$ cat config.mk
export PLATFORM = sky130hd
export DESIGN_NAME = cmp_timer64
export DESIGN_NICKNAME = d
export VERILOG_FILES = /design/src/rtl/tmr_pkg.sv /design/src/rtl/tmr_regs.sv /design/src/rtl/tmr_counter.sv /design/src/rtl/tmr_compare.sv /design/src/rtl/cmp_timer64.sv
export SDC_FILE = /design/constraint.sdc
export NUM_CORES = 1
export LEC_CHECK = 0
export BUFFER_PORTS_ARGS = -buffer_cell sky130_fd_sc_hd__clkbuf_2
export CAP_MARGIN = 20
export CORE_MARGIN = 2
export CORE_UTILIZATION = 35
export CTS_BUF_LIST = sky130_fd_sc_hd__clkbuf_8 sky130_fd_sc_hd__clkbuf_16
export DETAILED_ROUTE_END_ITERATION = 16
export PLACE_DENSITY = 0.61
export SLEW_MARGIN = 0
export SYNTH_ARGS = -nofsm -noshare
export SYNTH_HDL_FRONTEND = slang
export SYNTH_SLANG_ARGS = --single-unit
$ cat constraint.sdc
create_clock -name clk -period 9.8 [get_ports clk]
set_input_delay 1.47 -clock clk [delete_from_list [all_inputs] [get_ports clk]]
set_output_delay 1.47 -clock clk [all_outputs]
set_load 0.05 [all_outputs]
$ cat src/rtl/tmr_pkg.sv
`timescale 1ns/1ps
package tmr_pkg;

    // word indices (byte address >> 2)
    localparam int IDX_CNT  = 0;
    localparam int IDX_CTRL = 2;
    localparam int IDX_STAT = 3;
    localparam int IDX_CMP  = 4;
    localparam int IDX_STEP = 6;

    localparam int CTRL_W = 4;

    // packed so that run is bit 0 and autoinc bit 3
    typedef struct packed {
        logic autoinc;
        logic irq_en;
        logic cmp_en;
        logic run;
    } ctrl_t;

    typedef enum logic [1:0] {
        CMP_OFF   = 2'd0,
        CMP_BELOW = 2'd1,
        CMP_ABOVE = 2'd2
    } cmp_state_e;

endpackage

$ cat src/rtl/tmr_regs.sv
`timescale 1ns/1ps
module tmr_regs
    import tmr_pkg::*;
#(
    parameter int CNT_W  = 64,
    parameter int WORD_W = 32,
    parameter int ADDR_W = 5
) (
    input  logic                     clk,
    input  logic                     rst,
    input  logic                     sel,
    input  logic                     wr,
    input  logic [ADDR_W-1:0]        addr,
    input  logic [WORD_W-1:0]        wdata,
    input  logic [CNT_W-1:0]         cnt,
    input  logic [CNT_W-1:0]         cmp,
    input  logic                     flag,
    output ctrl_t                    ctrl,
    output logic [WORD_W-1:0]        step,
    output logic [CNT_W/WORD_W-1:0]  cnt_wr,
    output logic [CNT_W/WORD_W-1:0]  cmp_wr,
    output logic                     st_clr,
    output logic [WORD_W-1:0]        rdata
);
    localparam int NW    = CNT_W / WORD_W;
    localparam int IDX_W = ADDR_W - 2;

    logic             aligned;
    logic [IDX_W-1:0] idx;
    logic             wen;

    assign aligned = (addr[1:0] == 2'b00);
    assign idx     = addr[ADDR_W-1:2];
    assign wen     = sel && wr && aligned;

    for (genvar g = 0; g < NW; g++) begin : g_wstrobe
        assign cnt_wr[g] = wen && (idx == IDX_W'(IDX_CNT + g));
        assign cmp_wr[g] = wen && (idx == IDX_W'(IDX_CMP + g));
    end

    assign st_clr = wen && (idx == IDX_W'(IDX_STAT)) && wdata[0];

    always_ff @(posedge clk) begin
        if (rst) begin
            ctrl <= '0;
            step <= '0;
        end else if (wen) begin
            if (idx == IDX_W'(IDX_CTRL)) ctrl <= ctrl_t'(wdata[CTRL_W-1:0]);
            if (idx == IDX_W'(IDX_STEP)) step <= wdata;
        end
    end

    always_comb begin
        rdata = '0;
        if (aligned) begin
            for (int g = 0; g < NW; g++) begin
                if (idx == IDX_W'(IDX_CNT + g)) rdata = cnt[g*WORD_W +: WORD_W];
                if (idx == IDX_W'(IDX_CMP + g)) rdata = cmp[g*WORD_W +: WORD_W];
            end
            if (idx == IDX_W'(IDX_CTRL)) rdata = WORD_W'(ctrl);
            if (idx == IDX_W'(IDX_STAT)) rdata = WORD_W'(flag);
            if (idx == IDX_W'(IDX_STEP)) rdata = step;
        end
    end

endmodule

$ cat src/rtl/tmr_counter.sv
`timescale 1ns/1ps
module tmr_counter #(
    parameter int CNT_W  = 64,
    parameter int WORD_W = 32
) (
    input  logic                     clk,
    input  logic                     rst,
    input  logic                     run,
    input  logic [CNT_W/WORD_W-1:0]  wr,
    input  logic [WORD_W-1:0]        wdata,
    output logic [CNT_W-1:0]         cnt
);
    localparam int NW = CNT_W / WORD_W;

    always_ff @(posedge clk) begin
        if (rst) begin
            cnt <= '0;
        end else if (|wr) begin
            for (int g = 0; g < NW; g++) begin
                if (wr[g]) cnt[g*WORD_W +: WORD_W] <= wdata;
            end
        end else if (run) begin
            cnt <= cnt + CNT_W'(1);
        end
    end


    cnt_step_chk: assert property (@(posedge clk) disable iff (rst)
        $past(run && !(|wr)) |-> cnt == $past(cnt) + CNT_W'(1));


    cnt_hold_chk: assert property (@(posedge clk) disable iff (rst)
        (!run && !(|wr)) |=> $stable(cnt));

endmodule

$ cat src/rtl/tmr_compare.sv
`timescale 1ns/1ps
module tmr_compare
    import tmr_pkg::*;
#(
    parameter int CNT_W  = 64,
    parameter int WORD_W = 32
) (
    input  logic                     clk,
    input  logic                     rst,
    input  logic [CNT_W-1:0]         cnt,
    input  logic                     cmp_en,
    input  logic                     autoinc,
    input  logic [WORD_W-1:0]        step,
    input  logic [CNT_W/WORD_W-1:0]  cmp_wr,
    input  logic [WORD_W-1:0]        wdata,
    input  logic                     st_clr,
    output logic [CNT_W-1:0]         cmp,
    output logic                     flag
);
    localparam int NW = CNT_W / WORD_W;

    cmp_state_e state_q, state_d;
    logic       hit;
    logic       fire;

    assign hit = (cnt >= cmp);

    // state register
    always_ff @(posedge clk) begin
        if (rst) state_q <= CMP_OFF;
        else     state_q <= state_d;
    end

    // next state and match event
    always_comb begin
        state_d = state_q;
        fire    = 1'b0;
        unique case (state_q)
            CMP_OFF, CMP_BELOW: begin
                if (hit) begin
                    fire    = 1'b1;
                    state_d = autoinc ? CMP_BELOW : CMP_ABOVE;
                end else begin
                    state_d = CMP_BELOW;
                end
            end
            CMP_ABOVE: begin
                if (!hit) state_d = CMP_BELOW;
            end
            default: state_d = CMP_OFF;
        endcase
        if (!cmp_en) begin
            state_d = CMP_OFF;
            fire    = 1'b0;
        end
    end

    // outputs: event flag and compare value
    always_ff @(posedge clk) begin
        if (rst) begin
            flag <= 1'b0;
            cmp  <= '0;
        end else begin
            if (fire)        flag <= 1'b1;
            else if (st_clr) flag <= 1'b0;

            if (|cmp_wr) begin
                for (int g = 0; g < NW; g++) begin
                    if (cmp_wr[g]) cmp[g*WORD_W +: WORD_W] <= wdata;
                end
            end else if (fire && autoinc) begin
                cmp <= cmp + CNT_W'(step);
            end
        end
    end


    flag_gate_chk: assert property (@(posedge clk) disable iff (rst)
        $rose(flag) |-> $past(cmp_en));


    flag_once_chk: assert property (@(posedge clk) disable iff (rst)
        (state_q == CMP_ABOVE) |=> !$rose(flag));


    flag_clr_chk: assert property (@(posedge clk) disable iff (rst)
        (st_clr && !fire) |=> !flag);


    auto_step_chk: assert property (@(posedge clk) disable iff (rst)
        $past(fire && autoinc && !(|cmp_wr)) |-> cmp == $past(cmp) + CNT_W'($past(step)));

endmodule

$ cat src/rtl/cmp_timer64.sv
`timescale 1ns/1ps
module cmp_timer64
    import tmr_pkg::*;
#(
    parameter int CNT_W  = 64,
    parameter int WORD_W = 32,
    parameter int ADDR_W = 5
) (
    input  logic              clk,
    input  logic              rst,
    input  logic              bus_sel,
    input  logic              bus_wr,
    input  logic [ADDR_W-1:0] bus_addr,
    input  logic [WORD_W-1:0] bus_wdata,
    output logic [WORD_W-1:0] bus_rdata,
    output logic              irq
);
    localparam int NW = CNT_W / WORD_W;

    ctrl_t             ctrl;
    logic [WORD_W-1:0] step;
    logic [NW-1:0]     cnt_wr;
    logic [NW-1:0]     cmp_wr;
    logic              st_clr;
    logic [CNT_W-1:0]  cnt;
    logic [CNT_W-1:0]  cmp;
    logic              flag;

    tmr_regs #(.CNT_W(CNT_W), .WORD_W(WORD_W), .ADDR_W(ADDR_W)) u_regs (
        .clk    (clk),
        .rst    (rst),
        .sel    (bus_sel),
        .wr     (bus_wr),
        .addr   (bus_addr),
        .wdata  (bus_wdata),
        .cnt    (cnt),
        .cmp    (cmp),
        .flag   (flag),
        .ctrl   (ctrl),
        .step   (step),
        .cnt_wr (cnt_wr),
        .cmp_wr (cmp_wr),
        .st_clr (st_clr),
        .rdata  (bus_rdata)
    );

    tmr_counter #(.CNT_W(CNT_W), .WORD_W(WORD_W)) u_cnt (
        .clk   (clk),
        .rst   (rst),
        .run   (ctrl.run),
        .wr    (cnt_wr),
        .wdata (bus_wdata),
        .cnt   (cnt)
    );

    tmr_compare #(.CNT_W(CNT_W), .WORD_W(WORD_W)) u_cmp (
        .clk     (clk),
        .rst     (rst),
        .cnt     (cnt),
        .cmp_en  (ctrl.cmp_en),
        .autoinc (ctrl.autoinc),
        .step    (step),
        .cmp_wr  (cmp_wr),
        .wdata   (bus_wdata),
        .st_clr  (st_clr),
        .cmp     (cmp),
        .flag    (flag)
    );

    assign irq = flag && ctrl.irq_en && ctrl.cmp_en;


    irq_off_chk: assert property (@(posedge clk) disable iff (rst)
        !ctrl.cmp_en |-> !irq);

endmodule

; Word level (Yosys, flattened, before mapping)
; Cells that the tools add are included.
[word_totals]
register_bits = 167
in_bits = 41
output_inout_bits = 33
elab_cells = 80
[op_classes]
n_addsub = 2
order_cmp = 1
n_eq_ne = 13
mux = 25
bitwise_logic = 1
reduce_logical = 27
[op_table]
columns = op, count
row1 = 32-bit 2-to-1 mux, 12
row2 = 64-bit 2-to-1 mux, 4
row3 = 64-bit by 1-bit adder with 64-bit output (second input constant), 1
row4 = 64-bit by 32-bit adder with 64-bit output, 1
row5 = 64-bit greater-or-equal comparator, 1
row6 = 2-bit AND reduction, 6
row7 = 1-bit logical AND, 11
row8 = 2-bit != test (second input constant), 5
row9 = 3-bit == test (second input constant), 3
row10 = 2-bit OR reduction, 4
row11 = 3-bit by 2-bit == test with 1-bit output (second input constant), 2
row12 = 2-bit 2-to-1 mux, 3
row13 = 2-bit nonzero test, 3
row14 = 1-bit 2-to-1 mux, 5
row15 = 2-bit zero test, 2
row16 = 2-bit case mux with 2 select lines, 1
row17 = 3-bit by 1-bit == test with 1-bit output (second input constant), 1
row18 = 3-bit zero test, 1
row19 = 2-bit by 1-bit == test with 1-bit output (second input constant), 1
row20 = 2-bit == test (second input constant), 1
row21 = 1-bit inverter, 1

; Longest topological paths before layout
[depth]
ltp_word = 9
depth_mapped = 14
ltp_nobuf = 12

; By module
; A second synthesis with hierarchy kept.
[unflattened]
hier_cells = 1901
hier_area_um2 = 14477.6
[by_module_without_submodules]
columns = mod, n_inst, cells_per_inst, area_per_inst_um2, seq_area_each_um2
row1 = tmr_compare, 1, 987, 7329.5, 1341.3
row2 = tmr_counter, 1, 545, 4192.8, 1281.2
row3 = tmr_regs, 1, 368, 2949.1, 720.7
row4 = cmp_timer64, 1, 1, 6.3, 0.0

; Worst setup path before layout
; Ideal clock, no wire load.
[synth_path]
path_type = input-to-output
from = in bus_addr[4]
to = out bus_rdata[11]
arrival_time_ps = 3677
required_ps = 8330
slack_ps = 4653
cell_stages = 7
n_path_buf = 4
path_cell_list = clkbuf_1 clkbuf_1 and2_1 clkbuf_1 buf_1 a22oi_1 nor2_1
[synth_via]
elab_chain_len = 9
elab_cells_between_ends = 15
classes_between = 6 x eq/ne / 8 x mux / 1 x reduce/logical
[synth_rtl]
columns = element, line
row1 = from (decl), cmp_timer64.sv:13  ; input logic [ADDR_W-1:0] bus_addr,
row2 = 3-bit zero test, tmr_regs.sv:57  ; if (idx == IDX_W'(IDX_CNT + g)) rdata = cnt[g*WORD_W +: WORD_W];
row3 = 32-bit 2-to-1 mux, tmr_regs.sv:57
row4 = 32-bit 2-to-1 mux, tmr_regs.sv:58  ; if (idx == IDX_W'(IDX_CMP + g)) rdata = cmp[g*WORD_W +: WORD_W];
row5 = 32-bit 2-to-1 mux, tmr_regs.sv:57
row6 = 32-bit 2-to-1 mux, tmr_regs.sv:58
row7 = 32-bit 2-to-1 mux, tmr_regs.sv:60  ; if (idx == IDX_W'(IDX_CTRL)) rdata = WORD_W'(ctrl);
row8 = 32-bit 2-to-1 mux, tmr_regs.sv:61  ; if (idx == IDX_W'(IDX_STAT)) rdata = WORD_W'(flag);
row9 = 32-bit 2-to-1 mux (*), tmr_regs.sv:62  ; if (idx == IDX_W'(IDX_STEP)) rdata = step;
row10 = 32-bit 2-to-1 mux (*), tmr_regs.sv:55  ; if (aligned) begin
row11 = to (decl), cmp_timer64.sv:15  ; output logic [WORD_W-1:0] bus_rdata,
; Every way passes the cells marked *; elsewhere a longest branch is shown, timed or not.

; Worst setup path in the final report
[layout_path]
from = in bus_addr[2]
to = out bus_rdata[28]
; Same word-level chain as after synthesis.

==> results.sh <==
export IMPL_status="completed"
export IMPL_fillers=4055
export IMPL_overflow=0
export IMPL_hpwl_microns=43080
export IMPL_synth_cells=1835
export IMPL_synth_xor_area_share_pct=1.812
export IMPL_rr_worst_depth=10
export IMPL_path_buf_inv=4
export IMPL_rsz0062_at_grt="no"
export IMPL_power_leakage_uw=0.005136
export IMPL_setup_viol_count_final=0
export IMPL_drt_initial_drc_count=1884
export IMPL_timing_rr_end="u_cmp.cmp[53]$_SDFFE_PP0P_"
export IMPL_globalplace_congestion=0.9879
export IMPL_ys_flop_type="dfxtp_1"
export IMPL_detail_route_wl_per_cell_microns=24.29
export IMPL_cpMaxStageDelayCell="buf_4"
export IMPL_clock_skew_ns=0.01271
export IMPL_worst_slew_pin_slew_ns=1.145
export IMPL_synth_common_cells="nand2_1, nor2_1, a21oi_1"
export IMPL_hp_class="reg2reg"
export IMPL_die_w_microns=200.6
export IMPL_dp_cells=2330
export IMPL_io_buffers=73
export IMPL_synthesis_nets=1974
export IMPL_synth_edf_count=0
export IMPL_drv_cap=0
export IMPL_end_kind="output port"
export IMPL_path_class="in2out"
export IMPL_synth_compound_area_share_pct=27.51
export IMPL_nets=1971
export IMPL_netlist_area_sq_um=13530
export IMPL_grt_start_max_net_pins=83
export IMPL_start_kind="input pin"
export IMPL_peakVddDrop_mv=0.08561
export IMPL_numCtsBuffers=17
export IMPL_yosysTopAreaCell="dfxtp_1"
export IMPL_cp_endpoint="bus_rdata[28]"
export IMPL_postRouteAntennaNets=0
export IMPL_synth_top_area_share_pct=24.70
export IMPL_die_height_microns=200.6
export IMPL_yosysMostFrequentCell="nand2_1"
export IMPL_grt_usage_pct=28.06
export IMPL_relSlewSlack_pct=22.97
export IMPL_cp_required_ns=8.33
export IMPL_synth_area_leaders="dfxtp_1, ha_1, nand2_1"
export IMPL_max_stage_delay_ns=0.59
export IMPL_post_cts_resized=0
export IMPL_layout_drive_gt1_share_pct=11.17
export IMPL_synth_avg_cell_area_sq_um=7.376
export IMPL_synth_cell_types=82
export IMPL_drc_errors=0
export IMPL_regToRegStartpoint="u_regs.step[6]$_SDFFE_PP0P_"
export IMPL_vias=14847
export IMPL_synth_mux_area_share_pct=6.323
export IMPL_yosys_warnings=0
export IMPL_grt_pass1_vias=13866
export IMPL_synthSimpleGateAreaFrac_pct=24.59
export IMPL_cts_setup_buffers=0
export IMPL_vias_per_cell=6.278
export IMPL_cp_depth=8
export IMPL_synth_top_family_by_area="compound AO/OA/AOI/OAI gates"
export IMPL_wirelength_microns=57450
export IMPL_hold_violations=0
export IMPL_io_pins=74
export IMPL_cts_tree="yes"
export IMPL_core_area_sq_um=38380
export IMPL_synthArstFlopShare_pct=0
export IMPL_start_util_pct=35.27
export IMPL_max_freq_ghz=0.2024
export IMPL_grt_antenna_before_repair=2
export IMPL_crit_arrival_ns=3.47
export IMPL_yosysSeqAreaShare_pct=24.70
export IMPL_place_worst_setup_slack_ns=4.919
export IMPL_finalMaxSlewViolations=0
export IMPL_syn2layout_area_growth_pct=9.975
export IMPL_finalCritPeriodShare_pct=50.41
export IMPL_die_area_sq_um=40260
export IMPL_cts_root_buf="clkbuf_16"
export IMPL_fp_row_count=72
export IMPL_crit_path_cell_trace="clkbuf_2 -> buf_4 -> nor2_1 -> and2_1 -> buf_4 -> a22oi_1 -> nor2_1 -> clkbuf_2"
export IMPL_power_density_nw_per_um2=102.1
export IMPL_first_pass_iters=6
export IMPL_finalPower_uw=1520
export IMPL_ys_ff_latch=167
export IMPL_hold_buffers=0
export IMPL_grt_pass1_wl_microns=86150
export IMPL_clkTransAtPathRegs_ns=0.07
export IMPL_finalSetupTns_ns=0
export IMPL_critPathTopFamily="buffers and inverters"
export IMPL_final_cells=2365
export IMPL_reg2reg_slack_ns=5.36
export IMPL_cts_sinks=167
export IMPL_setup_slack_ns=4.859
export IMPL_clockBufferDepth=2
export IMPL_cts_htree_levels=4
export IMPL_path_max_fanout=48
export IMPL_cp_startpoint="bus_addr[2]"
export IMPL_synthAdderAreaFrac_pct=9.115
export IMPL_clkLatencyLatePin_ns=0.47
export IMPL_fin_crit_ns=4.941
sequential cells by signal, indices dropped and copies added, names as in the netlist:
name / count
u_cmp.cmp: 64
u_cmp.flag: 1
u_cmp.state_q: 2
u_cnt.cnt: 64
u_regs.ctrl: 4
u_regs.step: 32
cell families after synthesis:
group,after synthesis
simple gates,714
compound gates,573
buf+inv,210
flops,167
fa+ha+maj,98
mux,45
xor+xnor,28
cell usage in the layout (no fill, tap or decap), types with 17 or more instances in the layout:
cell type / count
nor3_1: 37
clkbuf_2: 73
o22ai_1: 18
nand3_1: 58
dfxtp_1: 167
and3_1: 20
inv_1: 85
mux4_2: 32
xnor2_1: 23
a21o_1: 30
a211oi_1: 42
nor2_1: 205
ha_1: 97
o31ai_1: 21
a21oi_1: 173
nand4_1: 48
a22oi_1: 55
clkbuf_16: 17
buf_4: 32
o21ai_0: 91
a31oi_1: 23
nand2_1: 254
worst min-delay path by stage:
| stage | end | cells after the start | slack, ns | from |
|---|---|---|---|---|
| global route | u_regs.step[5]$_SDFFE_PP0P_ | 2 | 0.50 | u_regs.step[5]$_SDFFE_PP0P_ |
| floorplan | u_cmp.state_q[1]$_SDFFE_PP0P_ | 1 | 0.43 | u_cmp.state_q[0]$_SDFFE_PP0P_ |
| CTS | u_cmp.state_q[1]$_SDFFE_PP0P_ | 1 | 0.47 | u_cmp.state_q[0]$_SDFFE_PP0P_ |
| global placement | u_cmp.state_q[1]$_SDFFE_PP0P_ | 1 | 0.44 | u_cmp.state_q[0]$_SDFFE_PP0P_ |
| finish | u_cmp.state_q[1]$_SDFFE_PP0P_ | 1 | 0.47 | u_cmp.state_q[0]$_SDFFE_PP0P_ |
| detailed placement | u_cmp.state_q[1]$_SDFFE_PP0P_ | 1 | 0.46 | u_cmp.state_q[0]$_SDFFE_PP0P_ |
stage by stage:
stage,hold WS (ns),instance area (sq um),utilization [%]
floorplan,0.4282,13530,-
global placement,0.4385,14310,37.29
detailed placement,0.4612,14310,37.29
CTS,0.4717,14870,38.76
global route,0.4978,14880,38.78
finish,0.4724,14880,38.78
area by class of cell:
class / count / area [sq um] / share of cell area [%]
multi-input cells: 1458 / 9407 / 63.20
flip-flops and latches: 167 / 3343 / 22.46
well taps: 518 / 648.1 / 4.354
repair buffers: 105 / 605.6 / 4.069
clock buffers: 17 / 425.4 / 2.858
inverters: 83 / 311.5 / 2.093
clock inverters: 15 / 138.9 / 0.9331
diodes: 2 / 5.005 / 0.03362
report_power, final:
| part | switching (uW) | leakage [uW] | internal [uW] | total (uW) |
|---|---|---|---|---|
| Combinational | 97.3 | 0.00351 | 37.1 | 134 |
| Clock | 322 | 0.000279 | 372 | 694 |
| Sequential | 9.01 | 0.00135 | 683 | 692 |
metal layers:
metal  GRT usage, %  vias up  routed length (microns)
met2          42.27      787                    24470
met4          10.61        2                     1997
met3          6.201      125                     6218
met1          39.10     7141                    24740
met5              0        -                       13
li1               -     6792                        -
Note: power is estimated with default switching activity, not from simulation.
